### src/rtl/rls_pkg.sv
package rls_pkg;
  localparam int DefLanes  = 3;
  localparam int DefWidth  = 8;
  localparam int DefAddrW  = 2;
  localparam logic [31:0] DefPolyTable = 32'h8E2B1D81;  // entry e at [8e +: 8]
endpackage

### src/rtl/rls_poly_rom.sv
module rls_poly_rom #(
  parameter int NUM_LFSR = 3,
  parameter int LFSR_W   = 8,
  parameter int ADDR_W   = 2,
  parameter logic [(1<<ADDR_W)*LFSR_W-1:0] POLY_TABLE = '0
) (
  input  logic [ADDR_W-1:0]          idx_i,
  output logic [NUM_LFSR*LFSR_W-1:0] cr_o
);
  for (genvar g = 0; g < NUM_LFSR; g++) begin : g_lane
    localparam logic [ADDR_W-1:0] Ofs = ADDR_W'(g % (1 << ADDR_W));
    logic [ADDR_W-1:0] sel;
    assign sel = idx_i + Ofs;
    // stage 1 tap forced so the step stays invertible
    assign cr_o[g*LFSR_W +: LFSR_W] = POLY_TABLE[sel*LFSR_W +: LFSR_W] | LFSR_W'(1);
  end
endmodule

### src/rtl/rls_lfsr_lane.sv
module rls_lfsr_lane #(
  parameter int LFSR_W = 8
) (
  input  logic              clk_i,
  input  logic              rst_ni,
  input  logic              load_i,
  input  logic              step_i,
  input  logic [LFSR_W-1:0] cr_load_i,
  input  logic [LFSR_W-1:0] sr_load_i,
  output logic [LFSR_W-1:0] sr_o,
  output logic [LFSR_W-1:0] cr_o
);
  logic [LFSR_W-1:0] sr_q, cr_q;

  always_ff @(posedge clk_i or negedge rst_ni) begin
    if (!rst_ni) begin
      sr_q <= '0;
      cr_q <= LFSR_W'(1);
    end else if (load_i) begin
      sr_q <= sr_load_i;
      cr_q <= cr_load_i;
    end else if (step_i) begin
      sr_q <= {^(cr_q & sr_q), sr_q[LFSR_W-1:1]};
    end
  end

  assign sr_o = sr_q;
  assign cr_o = cr_q;
endmodule

### src/rtl/rls_combiner.sv
module rls_combiner #(
  parameter int NUM_LFSR = 3
) (
  input  logic [NUM_LFSR-1:0] msb_i,
  output logic                ks_o
);
  assign ks_o = ^msb_i;
endmodule

### src/rtl/rls_stream_cipher.sv
module rls_stream_cipher #(
  parameter int NUM_LFSR = rls_pkg::DefLanes,
  parameter int LFSR_W   = rls_pkg::DefWidth,
  parameter int ADDR_W   = rls_pkg::DefAddrW,
  parameter logic [(1<<ADDR_W)*LFSR_W-1:0] POLY_TABLE = rls_pkg::DefPolyTable,
  localparam int SEED_W = ADDR_W + NUM_LFSR*LFSR_W
) (
  input  logic              clk_i,
  input  logic              rst_ni,
  input  logic              load_i,
  input  logic [SEED_W-1:0] seed_i,
  input  logic              en_i,
  input  logic              msg_i,
  output logic              ks_o,
  output logic              ct_o,
  output logic              valid_o
);
  localparam int StateW = NUM_LFSR*LFSR_W;

  logic [StateW-1:0]   cr_lookup;
  logic [StateW-1:0]   sr_all, cr_all;
  logic [NUM_LFSR-1:0] msb;
  logic                step, ks_nxt;
  logic                ks_q, ct_q, valid_q;

  assign step = en_i & ~load_i;

  rls_poly_rom #(
    .NUM_LFSR(NUM_LFSR), .LFSR_W(LFSR_W), .ADDR_W(ADDR_W), .POLY_TABLE(POLY_TABLE)
  ) rom_i (
    .idx_i(seed_i[ADDR_W-1:0]),
    .cr_o (cr_lookup)
  );

  for (genvar g = 0; g < NUM_LFSR; g++) begin : g_lane
    rls_lfsr_lane #(.LFSR_W(LFSR_W)) lane_i (
      .clk_i    (clk_i),
      .rst_ni   (rst_ni),
      .load_i   (load_i),
      .step_i   (step),
      .cr_load_i(cr_lookup[g*LFSR_W +: LFSR_W]),
      .sr_load_i(seed_i[ADDR_W + g*LFSR_W +: LFSR_W]),
      .sr_o     (sr_all[g*LFSR_W +: LFSR_W]),
      .cr_o     (cr_all[g*LFSR_W +: LFSR_W])
    );
    assign msb[g] = sr_all[g*LFSR_W + LFSR_W - 1];
  end

  rls_combiner #(.NUM_LFSR(NUM_LFSR)) comb_i (
    .msb_i(msb),
    .ks_o (ks_nxt)
  );

  always_ff @(posedge clk_i or negedge rst_ni) begin
    if (!rst_ni) begin
      ks_q    <= 1'b0;
      ct_q    <= 1'b0;
      valid_q <= 1'b0;
    end else begin
      valid_q <= step;
      if (step) begin
        ks_q <= ks_nxt;
        ct_q <= msg_i ^ ks_nxt;
      end
    end
  end

  assign ks_o    = ks_q;
  assign ct_o    = ct_q;
  assign valid_o = valid_q;
endmodule

### config.mk
export PLATFORM = sky130hd
export DESIGN_NAME = rls_stream_cipher
export DESIGN_NICKNAME = d
export VERILOG_FILES = /design/src/rtl/rls_pkg.sv /design/src/rtl/rls_poly_rom.sv /design/src/rtl/rls_lfsr_lane.sv /design/src/rtl/rls_combiner.sv /design/src/rtl/rls_stream_cipher.sv
export SDC_FILE = /design/constraint.sdc
export NUM_CORES = 1
export LEC_CHECK = 0
export ABC_CLOCK_PERIOD_IN_PS = 1650
export CELL_PAD_IN_SITES_DETAIL_PLACEMENT = 1
export CELL_PAD_IN_SITES_GLOBAL_PLACEMENT = 1
export CORE_ASPECT_RATIO = 1.2
export CORE_MARGIN = 2
export CORE_UTILIZATION = 38
export DETAILED_ROUTE_END_ITERATION = 8
export PLACE_DENSITY_LB_ADDON = 0.12
export SLEW_MARGIN = 20
export SYNTH_ARGS = -nofsm -noshare
export SYNTH_HDL_FRONTEND = slang
export SYNTH_SLANG_ARGS = --single-unit
### constraint.sdc
create_clock -name clk_i -period 1.65 [get_ports clk_i]
set_clock_uncertainty 0.05 [all_clocks]
set_input_delay 0.165 -clock clk_i [delete_from_list [all_inputs] [get_ports clk_i]]
set_output_delay 0.165 -clock clk_i [all_outputs]
set_load 0.03 [all_outputs]
==> results of run 1 <==
-- kinds of logic after synthesis --
logic type / Yosys count / synth area share [%]
AO/OA/AOI/OAI: 30 / 7.29
multiplexers: 34 / 16.8
XOR/XNOR: 16 / 10.6
flip-flops: 41 / 49.0
buffers and inverters: 17 / 3.35
AND/OR/NAND/NOR: 46 / 8.73
adder cells (fa/ha/maj): 7 / 4.18
-- state kept, by name (all words and copies together) (netlist names) --
name / count
valid_o: 1
ks_o: 1
g_lane.lane_i.sr_o: 24
ct_o: 1
g_lane.lane_i.cr_o: 14
-- routing by layer --
layer | wire length [µm] | vias to the layer above
met5 | 0 | -
met4 | 66 | 0
met3 | 157 | 6
met2 | 2460 | 24
met1 | 2060 | 726
li1 | - | 709
-- cells in the final DEF (no fill, tap or decap) --
master	Yosys	layout
ha_1	7	7
xnor2_1	5	5
xor2_1	5	5
a21oi_1	3	3
nand2b_1	1	1
dfrtp_1	41	41
mux2_2	9	9
o21ai_0	23	23
nand2_1	41	41
buf_12	0	2
clkbuf_8	0	7
nor2_1	2	2
clkinv_2	0	1
inv_1	7	7
dlygate4sd3_1	0	1
mux2i_1	25	25
nor3b_1	2	2
a22oi_1	1	1
xnor3_1	6	6
clkdlybuf4s50_1	0	31
buf_4	0	5
o21ai_1	3	3
buf_2	5	2
-- worst reg2reg max path, cell delays in order, from the launching register on --
cell and delay, ns:
dfrtp_1 0.41, nand2_1 0.10, xnor3_1 0.39, xnor3_1 0.37
o21ai_1 0.14
-- layout make-up --
class,count,area [µm²]
clock inverter,1,5.00
clock buffer,7,96.3
inverter,7,26.3
multi-input combinational,133,997
sequential,41,1030
tap,62,77.6
fill,577,2660
timing repair buffer,41,408
-- how the worst min path moves through the flow --
stage	end	slack, ns	cells past startpoint
2_1_floorplan	ct_o$_DFFE_PN0P_	-0.18	0
3_3_place_gp	g_lane[1].lane_i.sr_o[3]$_DFFE_PN0P_	0.11	1
3_5_place_dp	g_lane[1].lane_i.sr_o[3]$_DFFE_PN0P_	0.13	1
4_1_cts	g_lane[2].lane_i.cr_o[3]$_DFFE_PN0P_	0.26	2
5_1_grt	g_lane[0].lane_i.cr_o[7]$_DFFE_PN0P_	0.29	2
6_report	g_lane[2].lane_i.cr_o[3]$_DFFE_PN0P_	0.26	2
-- metrics by stage --
stage / cell area, µm² / instances
5_1_grt: 2640 / 292
3_5_place_dp: 2520 / 283
4_1_cts: 2640 / 292
6_report: 2640 / 292
3_3_place_gp: 2520 / 283
2_1_floorplan: 2090 / 191
-- power breakdown --
part | total, µW | switching [µW] | internal (µW)
combinational | 671 | 294 | 377
sequential | 1250 | 111 | 1140
clock | 730 | 351 | 378
total | 2650 | 756 | 1890
==> run metrics, run 1 <==
total congestion overflow=0; Final Cycle Share=approximately 94%; total CTS buffers=5; starting density of the core=approximately two fifths; Crit path max-delay family=buffers and inverters; Top Ports=34; worst slack at placement=around 0.073 ns; final hold slack=between 0.2 and 0.3 ns; min cycle time layout=1.55 ns; Core Region=~0.0053 mm²; CP Max Fanout=2; drt drc=0; Vias=1465; Pins Over Slew Limit=0; Seq cells post-synth=just over 40; Cell Chain, Critical Path=clkdlybuf4s50_1; Final Core Density=approximately half; vias in the first global route=between 1500 and 2000; met1 Track Usage GR=20.9%; crit path from=ct_o$_DFFE_PN0P_; unrepaired setup endpoints after global routing=no; htree depth=2; CP Class=flop to output pin; CTS clk-pin slew, worst paths=roughly 0.08 ns; Yosys top cell area share=49.0%; Worst setup SP type=flop; final hold vios=0; Async SR Flop Fraction=100%; Worst R2R Path Depth=4; total power=roughly 2600 µW; Post-CTS Resized=0; Clock Path Buffers=2; status=finished clean; Port-buffer cells=33; met3 Use GR=3.80%; power per cell area=roughly 1000 mW/mm²; reg-to-reg slack, setup=between 0.1 and 0.15 ns; Max-Cap Viols=0; Hold WC Path Type=input pin to flop; buffers plus inverters on the worst setup path=1; Synth top cells by count=dfrtp_1, nand2_1, mux2i_1, o21ai_0, mux2_2; Unique masters post-synth=19; maximum VDD drop=between 0.6 and 0.7 mV; setup bufs post-CTS=0; CTS tree=yes; Worst Setup End Kind=output pin; fraction of layout cells with a size suffix above 1=11.3%; max_slew headroom=64.4%; Synth Instances=between 150 and 200; first-pass GRT wire length=8230 µm; layer carrying the most global-route usage=met2; wire per inst=~16 µm; Via-to-Cell Ratio=5.02; highest-delay cell along the critical path=clkdlybuf4s50_1; syn nets=around 230; Slew @ Worst Pin=approximately 0.53 ns; # rows=29; crit path capture=ct_o; M2 GR Usage=31.1%; worst hold path startpoint=load_i; RR Endpoint=g_lane[0].lane_i.sr_o[7]$_DFFE_PN0P_; clock latency on the worst-skew pair=a little under 0.3 ns; Final WS setup=approximately 0.10 ns; CP required=~1.4 ns; GRT Util Overall=17.6%; fmax=approximately 650 MHz; number of synthesized flops with an enable pin=0; CTS Root Buffer Type=clkbuf_8; mean area per synthesized cell=11.0 µm²; largest net degree at the start of global routing=26; WP data arrival=between 1 and 1.5 ns; Synthesis Warnings=0; Placer Congestion=about 0.79; TNS Setup=0 ns; leak pwr=between 0.001 and 0.0015 µW; antenna-violating nets left=0; initial antenna violation count=0; top_reg_cell synth=dfrtp_1; Final Routed Wirelength=4740 µm; Die X=71.8 µm; cells taking the most area after synthesis=dfrtp_1, mux2i_1, nand2_1; hpwl dp=~3600 µm; drt initial violations=46; register area share after synthesis=49.0%; ANT cells=0; die area=between 0.006 and 0.007 mm²; hold-fix buffers at CTS=1; area leader, netlist=dfrtp_1; Setup-failing EPs final=0; clk sinks=41; Area Overhead vs Synth=25.9%; Pre-antenna DRT Iters=4; layout net count=roughly 270; synthesized cell area=~0.0021 mm²; critical path depth in cells=1; crit-path max cell delay=around 0.67 ns; die height=around 85 µm; R2R Path Start=g_lane[0].lane_i.sr_o[5]$_DFFE_PN0P_
(Power assumes the default switching activity.)
==> run 2: changes to the inputs <==
--- a/config.mk
+++ b/config.mk
@@ -13,6 +13,7 @@
 export CORE_UTILIZATION = 38
 export DETAILED_ROUTE_END_ITERATION = 8
 export PLACE_DENSITY_LB_ADDON = 0.12
+export RECOVER_POWER = 100
 export SLEW_MARGIN = 20
 export SYNTH_ARGS = -nofsm -noshare
 export SYNTH_HDL_FRONTEND = slang
==> run 2 against run 1 <==
Against the previous run: utilization is 0.43 points lower; critical path depth unchanged; final area decreased by 0.85%; cell count stayed put.
==> run metrics, run 2 (same netlist as run 1, synthesis figures left out) <==
status=finished clean; total congestion overflow=0; Final Cycle Share=a little over nine tenths; # rows=29; min cycle time layout=~1.5 ns; highest-count cells in the layout ignoring fill and taps=nand2_1, dfrtp_1, clkdlybuf4s50_1; CTS tree=yes; Final Routed Wirelength=between 4000 and 5000 µm; CTS clk-pin slew, worst paths=approximately 0.080 ns; unrepaired setup endpoints after global routing=no; placed insts=around 280; Worst Setup End Kind=output pin; Non-Filler Instances=292; TNS Setup=0 ns; antenna-violating nets left=0; hold path depth=2; CP required=1.43 ns; Port-buffer cells=33; Pins Over Slew Limit=0; die area=0.00612 mm²; ANT cells=0; CP Max Fanout=2; Max-Cap Viols=0; total CTS buffers=5; Final WS setup=~0.10 ns; final hold vios=0; Area Overhead vs Synth=24.9%; RR Endpoint=g_lane[2].lane_i.sr_o[7]$_DFFE_PN0P_; CP Class=flop to output pin; max_slew headroom=between 60% and 70%; layout net count=267; largest net degree at the start of global routing=26; drt initial violations=44; worst hold path startpoint=load_i; Worst R2R Path Depth=4; Hold WC Path Type=input pin to flop; die height=about 85 µm; total power=between 2000 and 3000 µW; Top Ports=34; initial antenna violation count=0; Crit path max-delay family=buffers and inverters; reg-to-reg slack, setup=around 0.13 ns; maximum VDD drop=~0.64 mV; Placer Congestion=a little under 0.8; Die X=approximately 72 µm; Cell Chain, Critical Path=clkdlybuf4s50_1; final hold slack=0.264 ns; Core Region=between 0.005 and 0.006 mm²; Vias=1470; vias in the first global route=between 1500 and 2000; worst hold endpoint=g_lane[2].lane_i.cr_o[3]$_DFFE_PN0P_; fmax=647 MHz; drt drc=0; fraction of layout cells with a size suffix above 1=about a tenth; hpwl dp=3600 µm; starting density of the core=39.5%; clock latency on the worst-skew pair=slightly below 0.3 ns; Clock Path Buffers=2; clk sinks=41; WP data arrival=1.33 ns; GRT Util Overall=between 10% and 20%; power per cell area=just over 1000 mW/mm²; Worst setup SP type=flop; worst slack at placement=between 0.07 and 0.08 ns; Setup-failing EPs final=0; leak pwr=around 0.0013 µW; wire per inst=~16 µm; buffers plus inverters on the worst setup path=1; R2R Path Start=g_lane[2].lane_i.sr_o[3]$_DFFE_PN0P_; setup bufs post-CTS=0; highest-delay cell along the critical path=clkdlybuf4s50_1; Via-to-Cell Ratio=around 5.0; crit-path max cell delay=approximately 0.67 ns; htree depth=2; Pre-antenna DRT Iters=4; first-pass GRT wire length=between 8000 and 9000 µm; max reg flops=24; CTS Root Buffer Type=clkbuf_8; Slew @ Worst Pin=approximately 0.55 ns
run 2: changes by cell type in the layout (fill, tap and decap cells not counted), sizes merged:
cell           previous run  this run
clkbuf                    7        11
buf                       9         5
clkdlybuf4s50            31        28
dlygate4sd3               1         4
run 2: through the flow:
step / area (µm²) / utilization (%)
finish: 2610 / 49.3
floorplan: 2090 / -
global route: 2610 / 49.3
CTS: 2640 / 49.8
detailed placement: 2520 / 47.7
global placement: 2520 / 47.7
run 2: cell type report:
type / instances / area (µm²)
fillers: 578 / 2680
flip-flops and latches: 41 / 1030
multi-input cells: 133 / 997
repair buffers: 41 / 385
clock buffers: 7 / 96.3
well taps: 62 / 77.6
inverters: 7 / 26.3
clock inverters: 1 / 5.00
run 2: repair_timing:
item | in CTS | in global routing
endpoints found under the hold margin | 20 | 0
hold buffers | 1 | 0
gates resized for setup | 0 | 0
run 2: worst max path at each step:
stage / from / to / slack, ns / cells after the start
6_report: ct_o$_DFFE_PN0P_ / ct_o / 0.10 / 1
5_1_grt: g_lane[1].lane_i.sr_o[4]$_DFFE_PN0P_ / g_lane[1].lane_i.sr_o[7]$_DFFE_PN0P_ / 0.04 / 4
4_1_cts: ct_o$_DFFE_PN0P_ / ct_o / 0.09 / 1
3_5_place_dp: seed_i[0] / g_lane[1].lane_i.cr_o[1]$_DFFE_PN0P_ / 0.07 / 4
3_3_place_gp: seed_i[0] / g_lane[1].lane_i.cr_o[1]$_DFFE_PN0P_ / 0.13 / 4
2_1_floorplan: g_lane[1].lane_i.sr_o[4]$_DFFE_PN0P_ / g_lane[1].lane_i.sr_o[7]$_DFFE_PN0P_ / 0.28 / 4
run 2: power breakdown:
group / internal, µW / switching [µW] / leakage, µW
sequential: 1140 / 111 / 0.000493
combinational: 369 / 291 / 0.000723
clock: 378 / 353 / 0.0000542
run 2: metal layers:
metal | wire (µm) | part of all wire, % | track usage, % | vias up
met5 | 0 | 0 | 0 | -
li1 | - | - | - | 710
met3 | 170 | 3.6 | 3.80 | 6
met2 | 2470 | 52 | 31.1 | 24
met4 | 66 | 1.4 | 5.66 | 0
met1 | 2040 | 43 | 20.9 | 730
